===== config.mk =====
export PLATFORM = sky130hd
export DESIGN_NAME = tmr_chan
export DESIGN_NICKNAME = d
export VERILOG_FILES = /design/src/rtl/tmr_chan_pkg.sv /design/src/rtl/tmr_chan_sync.sv /design/src/rtl/tmr_chan_wave.sv /design/src/rtl/tmr_chan_flag.sv /design/src/rtl/tmr_chan.sv
export SDC_FILE = /design/constraint.sdc
export NUM_CORES = 1
export LEC_CHECK = 0
export ABC_CLOCK_PERIOD_IN_PS = 2330
export CORE_MARGIN = 4
export CORE_UTILIZATION = 51
export CTS_BUF_LIST = sky130_fd_sc_hd__clkbuf_8
export CTS_CLUSTER_SIZE = 40
export DETAILED_ROUTE_END_ITERATION = 12
export HOLD_SLACK_MARGIN = 0.1
export PLACE_DENSITY = 0.82
export SYNTH_ARGS = -nofsm -noshare
export SYNTH_HDL_FRONTEND = slang
export SYNTH_SLANG_ARGS = --single-unit

===== constraint.sdc =====
create_clock -name clk -period 2.33 [get_ports clk]
set_input_delay 0.3495 -clock clk [delete_from_list [all_inputs] [get_ports clk]]
set_output_delay 0.3495 -clock clk [all_outputs]
set_load 0.01 [all_outputs]

===== src/rtl/tmr_chan_pkg.sv =====
package tmr_chan_pkg;
  typedef enum logic [1:0] {
    MD_CAPT = 2'b00,
    MD_CMP  = 2'b01,
    MD_EPWM = 2'b10,
    MD_CPWM = 2'b11
  } mode_e;
endpackage


===== src/rtl/tmr_chan_sync.sv =====
module tmr_chan_sync #(
  parameter int STAGES = 2
) (
  input  logic       clk,
  input  logic       rst,
  input  logic       pin_i,
  input  logic       en_i,
  input  logic [1:0] sel_i,
  output logic       evt_o
);
  localparam int LAST = STAGES;

  logic [LAST:0] sh_q;
  logic          rise, fall;

  always_ff @(posedge clk) begin
    if (rst) sh_q <= '0;
    else     sh_q <= {sh_q[LAST-1:0], pin_i};
  end

  assign rise  = sh_q[LAST-1] & ~sh_q[LAST];
  assign fall  = ~sh_q[LAST-1] & sh_q[LAST];
  assign evt_o = en_i & ((sel_i[0] & rise) | (sel_i[1] & fall));
endmodule


===== src/rtl/tmr_chan_wave.sv =====
module tmr_chan_wave
  import tmr_chan_pkg::*;
#(
  parameter int W = 16
) (
  input  logic         clk,
  input  logic         rst,
  input  mode_e        mode_i,
  input  logic [1:0]   sel_i,
  input  logic [W-1:0] cnt_i,
  input  logic         down_i,
  input  logic         tc_i,
  input  logic [W-1:0] act_i,
  input  logic         nxt_nz_i,
  output logic         match_o,
  output logic         pin_o
);
  logic raw_q, raw_n, pin_q, pwm;

  assign match_o = (cnt_i == act_i);
  assign pwm     = (mode_i == MD_EPWM) || (mode_i == MD_CPWM);

  always_comb begin
    raw_n = raw_q;
    case (mode_i)
      MD_CMP: begin
        if (match_o) begin
          case (sel_i)
            2'b01:   raw_n = ~raw_q;
            2'b10:   raw_n = 1'b0;
            2'b11:   raw_n = 1'b1;
            default: raw_n = raw_q;
          endcase
        end
      end
      MD_EPWM: begin
        if (match_o)                raw_n = 1'b0;
        else if (cnt_i == '0)       raw_n = 1'b1;
      end
      MD_CPWM: begin
        if (tc_i)                   raw_n = nxt_nz_i;
        else if (match_o)           raw_n = down_i;
      end
      default: raw_n = raw_q;
    endcase
  end

  always_ff @(posedge clk) begin
    if (rst) begin
      raw_q <= 1'b0;
      pin_q <= 1'b0;
    end else begin
      raw_q <= raw_n;
      pin_q <= raw_n ^ (pwm & sel_i[0]);
    end
  end

  assign pin_o = pin_q;
endmodule


===== src/rtl/tmr_chan_flag.sv =====
module tmr_chan_flag (
  input  logic clk,
  input  logic rst,
  input  logic set_i,
  input  logic clr_i,
  output logic flag_o
);
  logic flag_q;

  always_ff @(posedge clk) begin
    if (rst)        flag_q <= 1'b0;
    else if (set_i) flag_q <= 1'b1;
    else if (clr_i) flag_q <= 1'b0;
  end

  assign flag_o = flag_q;
endmodule


===== src/rtl/tmr_chan.sv =====
module tmr_chan
  import tmr_chan_pkg::*;
#(
  parameter int W         = 16,
  parameter int SYNC_FLOPS = 2
) (
  input  logic         clk,
  input  logic         rst,
  input  logic [W-1:0] cnt_i,
  input  logic         cnt_down_i,
  input  logic         tc_i,
  input  logic         center_force_i,
  input  logic         pin_i,
  output logic         pin_o,
  input  logic         wr_cfg_i,
  input  logic [1:0]   cfg_mode_i,
  input  logic [1:0]   cfg_sel_i,
  input  logic         wr_val_i,
  input  logic [W-1:0] val_i,
  output logic [W-1:0] cap_o,
  input  logic         flag_clr_i,
  output logic         flag_o
);
  mode_e        mode_q, eff_mode;
  logic [1:0]   sel_q;
  logic [W-1:0] buf_q, act_q, cap_q;
  logic         cap_evt, match, chan_evt, is_pwm, is_capt;

  assign eff_mode = center_force_i ? MD_CPWM : mode_q;
  assign is_pwm   = (eff_mode == MD_EPWM) || (eff_mode == MD_CPWM);
  assign is_capt  = (eff_mode == MD_CAPT);

  always_ff @(posedge clk) begin
    if (rst) begin
      mode_q <= MD_CAPT;
      sel_q  <= 2'b00;
    end else if (wr_cfg_i) begin
      mode_q <= mode_e'(cfg_mode_i);
      sel_q  <= cfg_sel_i;
    end
  end

  always_ff @(posedge clk) begin
    if (rst) begin
      buf_q <= '0;
      act_q <= '0;
    end else begin
      if (wr_val_i) buf_q <= val_i;
      if (is_pwm) begin
        if (tc_i) act_q <= buf_q;
      end else if (wr_val_i) begin
        act_q <= val_i;
      end
    end
  end

  always_ff @(posedge clk) begin
    if (rst)          cap_q <= '0;
    else if (cap_evt) cap_q <= cnt_i;
  end

  tmr_chan_sync #(.STAGES(SYNC_FLOPS)) u_sync (
    .clk   (clk),
    .rst   (rst),
    .pin_i (pin_i),
    .en_i  (is_capt),
    .sel_i (sel_q),
    .evt_o (cap_evt)
  );

  tmr_chan_wave #(.W(W)) u_wave (
    .clk      (clk),
    .rst      (rst),
    .mode_i   (eff_mode),
    .sel_i    (sel_q),
    .cnt_i    (cnt_i),
    .down_i   (cnt_down_i),
    .tc_i     (tc_i),
    .act_i    (act_q),
    .nxt_nz_i (buf_q != '0),
    .match_o  (match),
    .pin_o    (pin_o)
  );

  assign chan_evt = is_capt ? cap_evt : match;

  tmr_chan_flag u_flag (
    .clk    (clk),
    .rst    (rst),
    .set_i  (chan_evt),
    .clr_i  (flag_clr_i),
    .flag_o (flag_o)
  );

  assign cap_o = cap_q;
endmodule


==> summary.txt <==
Clock tree
  • Clock Path Buffers: 2
  • # resized after CTS: 0
  • Post-CTS setup buffer count: 0
  • CTS sink count: 58
  • CTS tree: yes
  • H-tree depth: 3
  • Clk pin slew, worst setup/hold paths: approximately 0.060 ns
  • Clock latency on the worst-skew pair: 0.33 ns
  • Cts hold-fix bufs: 0
  • CTS Buf Count: 9
  • CTS root buffer: clkbuf_8

STA
  • Final hold slack: 0.414 ns
  • Slew @ Worst Pin: 0.559 ns
  • FMAX: 481 MHz
  • Min Tclk post-route: 2.08 ns
  • Final setup skew: 0.00402 ns
  • Unrepaired setup endpoints after global routing: no
  • Worst Slack Setup Final: approximately 0.25 ns
  • Setup violation total in the final timing report: 0
  • Final hold violations: 0
  • Sum of negative setup slack: 0 ns
  • Pins Over Slew Limit: 0
  • Max-slew headroom: roughly 63%
  • Final period util: 89.3%

Floorplanning
  • Row Count: 25
  • Top-Level Pins: 63
  • Initial Utilization: 53.2%
  • CORE AREA: 4790 µm²
  • Die area: 6190 µm²
  • Chip Width: approximately 79 µm
  • Die height: 78.7 µm

Critical path
  • Crit. End Element: register
  • WS Path Type: in -> reg
  • CP max stage cell: clkdlybuf4s50_1
  • Number of cells on the critical path: 7
  • Cell family with most CP delay: simple AND/OR/NAND/NOR gates
  • Worst EP required: 2.54 ns
  • Max incr delay on CP: 0.49 ns
  • Worst setup SP type: input pin
  • Crit Path Max Fanout: 3
  • Buffers and inverters on the worst path: 1
  • Worst path cell trace: clkdlybuf4s50_1 > nor4_1 > nand4_1 > and3b_1 > a2111oi_1 > a31o_1 > a31oi_1
  • CP Data Arrival Time: ~2.3 ns
  • Reg2reg path depth: 6

Synth
  • Syn Std Cell Area: 2550 µm²
  • Gate Count Post-Synth: approximately 280
  • EDFF count, synth: 0
  • Yosys reg bits: between 50 and 60
  • Total of warnings raised by yosys: 0
  • Dominant synthesized flop cell: dfxtp_1
  • Seq/Total Area, Yosys: a little under half
  • Net Count, Synth: 321
  • Synth cell types: 31
  • FFs w/ async S/R, synth: 0%
  • Syn_area_per_cell: 9.23 µm²

Detailed routing
  • Post-DRT Antenna Nets: 0
  • Post-Route WL: 6290 µm
  • DRC: 0
  • Wirelength per Cell: between 15 and 20 µm
  • Via-per-instance ratio: 5.37
  • Via count: 2235
  • Initial DRT Pass Iterations: 4
  • Drt initial violations: 122

Power and ir drop
  • Pwr/cell area: 664 nW/µm²
  • Leak pwr: around 1.3 nW
  • VDD IR max: roughly 0.48 mV

Place
  • Detail Placement HPWL: 4690 µm
  • GPL Wtd Cong: ~0.87
  • Buffers on Ports: between 60 and 70
  • DP Cell Count: 400
  • DP Worst Slack: -0.0761 ns

GRT
  • All-Layer GR Usage: about a fifth
  • Grt ovf: 0
  • Initial antenna violation count: 0
  • Vias in the first global route: around 2100
  • Largest net degree at the start of global routing: 24
  • First-pass GRT wire length: 10200 µm

Finish
  • ANT cells: 0
  • Non-filler cells in the finished layout: 416
  • Most frequent cells in the layout: clkdlybuf4s50_1 (61), dfxtp_1 (58), nor2_1 (55)
  • Ratio of cells with drive above 1 in the final layout: 10.6%
  • Number of nets in the layout: 389
  • Commonest non-fill, non-tap cell in the layout: clkdlybuf4s50_1
  • Layout area overhead: 37.1%
  • Final core utilization: about 73%

Worst hold path
  • Worst hold path type: in -> reg
  • Min-Delay Path Depth: 2

Outcome
  • Run status: complete, no violations

Flow run
  • Count of maximum capacitance violations: 0
## flip-flops by register name (all words and copies together), names as in the netlist
name / cells
cap_o: 16
buf_q: 16
mode_q: 2
u_wave.raw_q: 1
u_sync.sh_q: 3
u_wave.pin_o: 1
u_flag.flag_o: 1
act_q: 16
sel_q: 2
## kinds of logic (layout without fill, tap and decap cells)
logic type / after synthesis / count (layout) / share of synthesized area (%)
muxes: 38 / 38 / 15.0
DFF: 58 / 58 / 45.6
and+or+nand+nor: 97 / 97 / 18.5
AOI/OAI and AO/OA: 44 / 44 / 11.8
buffers and inverters: 23 / 96 / 3.68
xor gates and xnor gates: 16 / 16 / 5.50
## layout make-up
type	instances	area, µm²
fillers	387	1290
multi-input cells	195	1300
clock inverters	5	46.3
clock buffers	11	151
flip-flops and latches	58	1160
inverters	3	11.3
well taps	67	83.8
repair buffers	77	741
## worst register-to-register path, delay by kind of cell (launching register included)
kind	cells	cell delay (ns)
AND/OR/NAND/NOR	3	0.76
flip-flops	1	0.40
multiplexers	1	0.31
AO/OA/AOI/OAI	1	0.18
XOR/XNOR	1	0.17
## where the power goes
part | internal (W) | total (W) | switching [W]
combinational | 0.000178 | 0.000333 | 0.000155
sequential | 0.00105 | 0.00109 | 0.0000468
clock | 0.000538 | 0.000895 | 0.000356
## per-layer routing
layer  GRT usage (%)  up-vias  share of wire [%]
met5               0        -                  0
met4            11.0        0                1.8
met3            4.59       10                8.4
met2            35.6       89                 48
met1            25.5     1021                 42
li1                -     1115                  -
## worst paths after layout
check,startpoint,to,slack (ns)
worst max-delay path,cnt_i[3],u_wave.pin_o,0.25
worst min-delay path,rst,cap_o[11],0.41
worst max register to register,act_q[11],u_wave.pin_o,0.46
worst min register to register,u_sync.sh_q[0],u_sync.sh_q[1],0.44
## synthesized netlist by cell type, types with 2 or more instances
| cell type | count | area share (%) |
|---|---|---|
| nor2_1 | 55 | 8.1 |
| xnor2_1 | 16 | 5.5 |
| clkbuf_1 | 11 | 1.6 |
| buf_2 | 5 | 0.98 |
| nor3_1 | 3 | 0.59 |
| nand4_1 | 3 | 0.74 |
| a311oi_1 | 16 | 5.5 |
| o21ai_0 | 13 | 2.6 |
| inv_1 | 3 | 0.44 |
| mux2i_1 | 37 | 15 |
| or4_1 | 2 | 0.59 |
| nand2_1 | 17 | 2.5 |
| buf_1 | 3 | 0.44 |
| nor4_1 | 7 | 1.7 |
| o21ai_1 | 4 | 0.79 |
| nor2b_1 | 3 | 0.74 |
| a21oi_1 | 3 | 0.59 |
| dfxtp_1 | 58 | 46 |
| a31oi_1 | 3 | 0.74 |
| nand4_2 | 3 | 1.5 |
## through the flow
| stage | total power [W] | cell area, µm² |
|---|---|---|
| finish | 0.00232 | 3490 |
| global route | 0.00242 | 3490 |
| CTS | 0.00234 | 3490 |
| detailed placement | 0.00144 | 3300 |
| global placement | 0.00143 | 3300 |
| floorplan | 0.00128 | 2550 |
Note: power is estimated with default switching activity, not from simulation.
